--- src/rtl/banked_irq_ctrl.sv ---
module banked_irq_ctrl #(
  parameter int NUM_BANKS = 5,
  parameter int ADDR_W = 8,
  parameter logic [31:0] BANK0_EDGE_RST = 32'h0000_E000
) (
  input  logic                   clk,
  input  logic                   rst_n,
  input  logic [NUM_BANKS*32-1:0] src_in,
  input  logic                   wr_en,
  input  logic                   rd_en,
  input  logic [ADDR_W-1:0]      addr,
  input  logic [31:0]            wdata,
  output logic [31:0]            rdata,
  output logic [NUM_BANKS-1:0]   irq,
  output logic [NUM_BANKS*5-1:0] pend_idx,
  output logic [NUM_BANKS-1:0]   pend_vld
);
  localparam int STRIDE = 24;
  localparam int IDX_W = 5;

  logic [NUM_BANKS*32-1:0] rd_flat;
  logic [31:0] rd_mux;

  for (genvar b = 0; b < NUM_BANKS; b++) begin : g_bank
    localparam int BASE = b * STRIDE;
    localparam logic [31:0] EDGE_RST = (b == 0) ? BANK0_EDGE_RST : 32'h0;

    logic        hit;
    logic [ADDR_W-1:0] off;
    logic [31:0] en_q, pol_q, edg_q, lat_q, s1_q, s2_q, s3_q;
    logic [31:0] evt, status, pend;
    logic        wr_set, wr_clr;
    logic [IDX_W-1:0] idx;

    assign hit = (int'(addr) >= BASE) && (int'(addr) < BASE + STRIDE);
    assign off = addr - ADDR_W'(BASE);
    assign wr_set = wr_en && hit && (off == ADDR_W'(8'h08));
    assign wr_clr = wr_en && hit && (off == ADDR_W'(8'h0C));

    assign evt = (pol_q & s2_q & ~s3_q) | (~pol_q & ~s2_q & s3_q);
    assign status = lat_q | (~edg_q & ~(s2_q ^ pol_q));
    assign pend = status & en_q;

    always_ff @(posedge clk or negedge rst_n) begin
      if (!rst_n) begin
        s1_q <= '0;
        s2_q <= '0;
        s3_q <= '0;
      end else begin
        s1_q <= src_in[b*32 +: 32];
        s2_q <= s1_q;
        s3_q <= s2_q;
      end
    end

    always_ff @(posedge clk or negedge rst_n) begin
      if (!rst_n) begin
        en_q  <= '0;
        pol_q <= '1;
        edg_q <= EDGE_RST;
        lat_q <= '0;
      end else begin
        lat_q <= (lat_q & ~(wr_clr ? wdata : 32'h0)) | (wr_set ? wdata : 32'h0) | (evt & edg_q);
        if (wr_en && hit) begin
          case (off)
            ADDR_W'(8'h04): en_q  <= wdata;
            ADDR_W'(8'h10): pol_q <= wdata;
            ADDR_W'(8'h14): edg_q <= wdata;
            default: ;
          endcase
        end
      end
    end

    always_comb begin
      idx = '0;
      for (int i = 31; i >= 0; i--)
        if (pend[i]) idx = IDX_W'(i);
    end

    assign irq[b] = |pend;
    assign pend_vld[b] = pend != 32'h0;
    assign pend_idx[b*IDX_W +: IDX_W] = idx;

    always_comb begin
      rd_flat[b*32 +: 32] = '0;
      if (hit) begin
        case (off)
          ADDR_W'(8'h00): rd_flat[b*32 +: 32] = status;
          ADDR_W'(8'h04): rd_flat[b*32 +: 32] = en_q;
          ADDR_W'(8'h10): rd_flat[b*32 +: 32] = pol_q;
          ADDR_W'(8'h14): rd_flat[b*32 +: 32] = edg_q;
          default: ;
        endcase
      end
    end

    assert_set_forces_R6: assert property (@(posedge clk) disable iff (!rst_n)
      wr_set |=> ((status & $past(wdata)) == $past(wdata)));
    assert_clear_drops_R5: assert property (@(posedge clk) disable iff (!rst_n)
      wr_clr |=> ((lat_q & $past(wdata) & ~$past(evt & edg_q)) == 32'h0));
    assert_masked_quiet_R7: assert property (@(posedge clk) disable iff (!rst_n)
      (en_q == 32'h0) |-> !irq[b]);
    assert_idx_lowest_R8: assert property (@(posedge clk) disable iff (!rst_n)
      pend_vld[b] |-> (pend[idx] && ((pend & ((32'd1 << idx) - 32'd1)) == 32'h0)));
  end

  always_comb begin
    rd_mux = '0;
    for (int k = 0; k < NUM_BANKS; k++) rd_mux = rd_mux | rd_flat[k*32 +: 32];
  end

  always_ff @(posedge clk or negedge rst_n) begin
    if (!rst_n) rdata <= '0;
    else        rdata <= rd_en ? rd_mux : 32'h0;
  end
endmodule

--- config.mk ---
export PLATFORM = sky130hd
export DESIGN_NAME = banked_irq_ctrl
export DESIGN_NICKNAME = d
export VERILOG_FILES = /design/src/rtl/banked_irq_ctrl.sv
export SDC_FILE = /design/constraint.sdc
export NUM_CORES = 2
export LEC_CHECK = 0
export BUFFER_PORTS_ARGS = -buffer_cell sky130_fd_sc_hd__buf_2
export CORE_MARGIN = 2
export CORE_UTILIZATION = 56
export DETAILED_ROUTE_END_ITERATION = 8
export HOLD_SLACK_MARGIN = 0.05
export PLACE_DENSITY_LB_ADDON = 0.1
export SLEW_MARGIN = 0
export SYNTH_ARGS = -nofsm -noshare
export SYNTH_HDL_FRONTEND = slang
export SYNTH_SLANG_ARGS = --single-unit
--- constraint.sdc ---
create_clock -name clk -period 1.7 [get_ports clk]
set_input_delay 0 -clock clk [delete_from_list [all_inputs] [get_ports clk]]
set_output_delay 0 -clock clk [all_outputs]
set_load 0.02 [all_outputs]
After elaboration in Yosys (flattened, before gate mapping)

Cells that the tools add are included.

Word-level logic and storage cells: 403
Register bits: 1152

Equality and inequality tests: 25
Add/subtract/negate cells: 4
Reduce and logical (&&, ||, !) cells: 49
Bitwise gates (word level): 99
Muxes and demuxes: 181
Magnitude comparators: 9

Operators with widths:

| kind                                                                  | count |
|---|---|
| 32-bit bitwise AND                                                    | 40 |
| 32-bit inverter                                                       | 30 |
| 5-bit two-way mux                                                     | 160 |
| 32-bit bitwise OR                                                     | 24 |
| 32-bit one-hot mux with 4 select lines                                | 5 |
| 32-bit two-way mux                                                    | 16 |
| 32-bit nonzero test                                                   | 5 |
| 32-bit OR reduction                                                   | 5 |
| 32-bit XOR                                                            | 5 |
| 8-bit by 4-bit == test with 1-bit output, second input constant       | 10 |
| 8-bit by 5-bit == test with 1-bit output, second input constant       | 10 |
| 8-bit by 3-bit == test with 1-bit output, second input constant       | 5 |
| 8-bit logical NOT                                                     | 5 |
| 2-bit AND reduction                                                   | 15 |
| 8-bit by 7-bit < comparator with 1-bit output, second input constant  | 3 |
| 1-bit logical AND                                                     | 19 |
| 8-bit by 7-bit >= comparator with 1-bit output, second input constant | 2 |
| 8-bit by 7-bit subtractor with 8-bit output, second input constant    | 2 |
| 8-bit by 5-bit >= comparator with 1-bit output, second input constant | 1 |
| 8-bit by 6-bit >= comparator with 1-bit output, second input constant | 1 |
| 8-bit by 5-bit < comparator with 1-bit output, second input constant  | 1 |
| 8-bit by 6-bit < comparator with 1-bit output, second input constant  | 1 |
| 8-bit by 5-bit subtractor with 8-bit output, second input constant    | 1 |
| 8-bit by 6-bit subtractor with 8-bit output, second input constant    | 1 |

Longest topological paths before layout

Depth in word-level cells: 37
Depth in mapped cells: 11
Mapped depth without buffers: 8

Worst setup path before layout

Ideal clock, no wire load.

Path kind: input to register
Start point: in addr[5]
End point: reg g_bank[3].en_q[10]
Arrival time: 2.212 ns
Setup time: 0.125 ns
Path slack: -0.638 ns
Stages on the path: 11
Path through: buf_6 > inv_1 > ha_1 > o21a_1 > o32ai_4 > nand2_2 > or3_1 > or2_1 > buf_2 > buf_6 > mux2_4

Word-level cells in the longest chain between the ends: 4
Elaborated cells between the ends (all ways): 7
Classes of those cells: add/sub (1); order compare (2); eq/ne (1); reduce/logical (3)

Ends and longest elaborated chain:

| what                                                                                                | RTL line | RTL |
|---|---|---|
| start: declaration                                                                                  | 11       | `input logic [ADDR_W-1:0] addr,` |
| parallel branches: the longest is 3 deep, another holds 8-bit by 7-bit subtractor with 8-bit output | n/a      |  |
| 2-bit AND reduction (no source line) (*)                                                            | n/a      |  |
| end signal: assignment                                                                              | 66       | `ADDR_W'(8'h04): en_q <= wdata;` |
| end: declaration                                                                                    | 30       | `logic [31:0] en_q, pol_q, edg_q, lat_q, s1_q, s2_q, s3_q;` |

Every way passes the cells marked *.
A chain may end at the register's enable or synchronous reset.

Final worst setup path

Start point: reg g_bank[3].pol_q[27]
End point: out pend_idx[15]

Word-level cells in the longest chain between the ends: 33

Ends and longest elaborated chain:

| what                             | RTL line | RTL |
|---|---|---|
| start: declaration               | 30       |  |
| start signal: assignment         | 67       | `ADDR_W'(8'h10): pol_q <= wdata;` |
| 32-bit XOR                       | 41       | `assign status = lat_q \| (~edg_q & ~(s2_q ^ pol_q));` |
| 32-bit inverter                  | 41       |  |
| 32-bit bitwise AND               | 41       |  |
| 32-bit bitwise OR                | 41       |  |
| 32-bit bitwise AND               | 42       | `assign pend = status & en_q;` |
| 5-bit two-way mux (28 in series) | 78       | `if (pend[i]) idx = IDX_W'(i);` |
| end: declaration                 | 15       | `output logic [NUM_BANKS*5-1:0] pend_idx,` |

Every way passes these cells.

==> impl_metrics.json <==
{
  "hold_depth": 5,
  "fillers": 5273,
  "critPathMaxFanout": 3,
  "regToRegSetupSlack_ns": -0.55,
  "num_rows": 114,
  "finalNetCount": 6592,
  "final-seq-area_mm2": 0.02904,
  "synth_edf_count": 0,
  "crit_type": "reg -> out",
  "synthToLayoutAreaGrowth_pct": 44.17,
  "r2r_cells": 10,
  "initialDrtViolationCount": 4150,
  "finalSetupTns_ns": -54.08,
  "utilization_pct": 81.49,
  "ys_warn_count": 0,
  "setup_violations": 67,
  "layout-drive-gt1-share_pct": 47.91,
  "maxSlewViolCount": 0,
  "die_w_um": 316.7,
  "seq_area_frac_synth_pct": 53.03,
  "rsz0062_at_grt": "true",
  "synthesis.nets": 5003,
  "finalWorstSetupSlack_ns": -1.360,
  "min_from": "addr[7]",
  "fin_crit_ns": 3.060,
  "ys_types": 69,
  "required_ns": 1.70,
  "pin_count": 271,
  "htreeDepth": 3,
  "worstMarginPinSlew_ns": 0.7294,
  "totalPowerFinal_mw": 67.84,
  "synth_top_cell_by_area": "dfrtp_1",
  "io_buffers": 270,
  "place_inst": 6799,
  "multiInputGateArea_mm2": 0.02809,
  "min_to": "rdata[19]",
  "grt_usage_pct": 36.27,
  "hpwl_um": 117100,
  "timing.final.crit_share_pct": 180.0,
  "whs_ns": 0.1845,
  "vias": 44670,
  "dieArea_mm2": 0.1003,
  "pre_cts_ws_ns": -0.8933,
  "place.gp.congestion": 0.9621,
  "cts_buffers": 117,
  "drt-total-wl_um": 187000,
  "clock-sinks": 1152,
  "grt_overflow": 0,
  "grt_pass1_vias": 46650,
  "avgSynthCellArea_um2": 12.25,
  "finalClockSkew_ns": 0.02492,
  "antenna_found_initial": 5,
  "grt_pass1_wl_um": 276000,
  "yosysMostFrequentCell": "dfrtp_1",
  "timing.fmax_mhz": 326.8,
  "ant_nets": 0,
  "fin_area_mm2": 0.07893,
  "hold_path.class": "in -> reg",
  "firstDrtPassIters": 7,
  "status": "finished, violations left",
  "r2r-end": "rdata[28]",
  "postSynth.asyncResetShare_pct": 100.0,
  "start_util_pct": 56.53,
  "clk_pin_slew_ns": 0.06,
  "peakVddDrop_mv": 1.055,
  "synth_common_cells": "dfrtp_1, mux2_2, inv_1, ha_1, nand2_1",
  "end_kind": "output pin",
  "synth-main-ff-cell": "dfrtp_1",
  "cts_buffer_depth": 3,
  "ys_ff_latch": 1152,
  "cap_violations": 0,
  "synthDominantCellAreaShare_pct": 45.21,
  "violations": "setup timing",
  "fin_cells": 7441,
  "cp-start-kind": "register",
  "final_hold_viol_count": 0,
  "cp.arrival_ns": 3.06,
  "max-slew-margin-rel_pct": 51.37,
  "wl_per_cell_um": 25.13,
  "core_mm2": 0.09685,
  "dpl-instance-area_mm2": 0.06644,
  "clock_latency_ns": 0.73,
  "powerDensity_mw_per_mm2": 859.5,
  "grt_start_max_net_pins": 77,
  "tritoncts": "built",
  "power.leakage_nw": 37.45,
  "die_h_um": 316.7,
  "yosys-top-cells-area": "dfrtp_1, mux2_2, dfstp_2",
  "syn_inst": 4470,
  "drc": 0,
  "cts_root_buf": "clkbuf_16",
  "drt-vias-per-instance": 6.003,
  "syn-cell-area_mm2": 0.05475,
  "r2r_start": "g_bank[2].pol_q[28]"
}
==> worst max path at each step <==
stage	start	end	cells past startpoint
floorplan	addr[5]	g_bank[3].en_q[10]	11
global placement	g_bank[4].pol_q[31]	pend_idx[21]	10
detailed placement	g_bank[4].pol_q[31]	pend_idx[21]	10
CTS	g_bank[3].pol_q[27]	pend_idx[15]	11
global route	g_bank[3].pol_q[27]	pend_idx[15]	11
finish	g_bank[3].pol_q[27]	pend_idx[15]	11
==> kinds of logic (layout without fill, tap and decap cells) <==
group | after synthesis | count (layout) | share of synthesized area (%)
other | 0 | 2 | 0
adders and majority gates | 329 | 329 | 7.519
buffers and inverters | 616 | 2309 | 4.413
muxes | 779 | 779 | 16.08
xor gates and xnor gates | 4 | 4 | 0.06401
DFF | 1152 | 1152 | 53.03
AOI/OAI and AO/OA | 952 | 952 | 13.43
and+or+nand+nor | 638 | 638 | 5.456
==> cell type report <==
class                   count  share of cell area [%]
flip-flops and latches   1152                   36.79
diodes                      2                0.006341
well taps                1276                   2.023
clock inverters            64                   1.110
clock buffers             159                   4.204
multi-input cells        2702                   35.60
inverters                 366                   1.752
repair buffers           1720                   18.52
==> state kept, by name, indices dropped and copies added, names as in the netlist <==
name	count
g_bank.s1_q	160
g_bank.pol_q	160
g_bank.s3_q	160
g_bank.s2_q	160
rdata	32
g_bank.lat_q	160
g_bank.en_q	160
g_bank.edg_q	160
==> metal layers <==
metal / track usage [%] / up-vias / routed length [um]
met3: 5.324 / 587 / 12270
met4: 17.17 / 2 / 10400
met1: 46.81 / 22790 / 73710
met2: 60.46 / 1981 / 90630
met5: 0 / - / 13
li1: - / 19310 / -
==> power breakdown <==
group          total [mW]  switching, mW  leakage (nW)  internal, mW
clock                28.3           11.6          2.05          16.7
sequential           29.5          0.831          14.3          28.7
combinational        10.0           4.90          21.1          5.11
==> cell usage in the layout, fill, tap and decap left out, drive strengths merged, types with 24 or more instances in the layout <==
master       Yosys  layout
a21boi          74      74
a21oi           34      34
a221o          133     133
a221oi          67      67
a222oi          35      35
a22o            31      31
a22oi           93      93
a31oi           25      25
buf             70    1361
clkbuf         180     162
clkinv           0      27
dfrtp          989     989
dfstp          163     163
dlygate4sd3      0     356
ha             329     329
inv            366     372
mux2           525     525
mux2i          235     235
nand2          326     326
nand3           30      30
nand4           24      24
nor2            82      82
nor2b           65      65
nor3            28      28
o211ai          54      54
o21ai          104     104
o21bai         160     160
o22ai           65      65
==> repair_timing <==
action	CTS	global route
gates cloned	0	3
resized for setup	547	246
pin swaps	323	219
endpoints found under the hold margin	1883	0
setup buffers	45	36
hold buffers	357	0
endpoints found under the setup margin	67	167
==> critical path, cell delays in order (launching register included) <==
cell	delay, ns
dfstp_2	0.54
inv_2	0.05
ha_4	0.27
o21bai_4	0.07
buf_6	0.12
a22o_1	0.21
a31oi_1	0.19
o211ai_1	0.15
buf_4	0.20
a211oi_4	0.30
nor3_4	0.10
buf_6	0.14
Note: power is estimated with default switching activity, not from simulation.
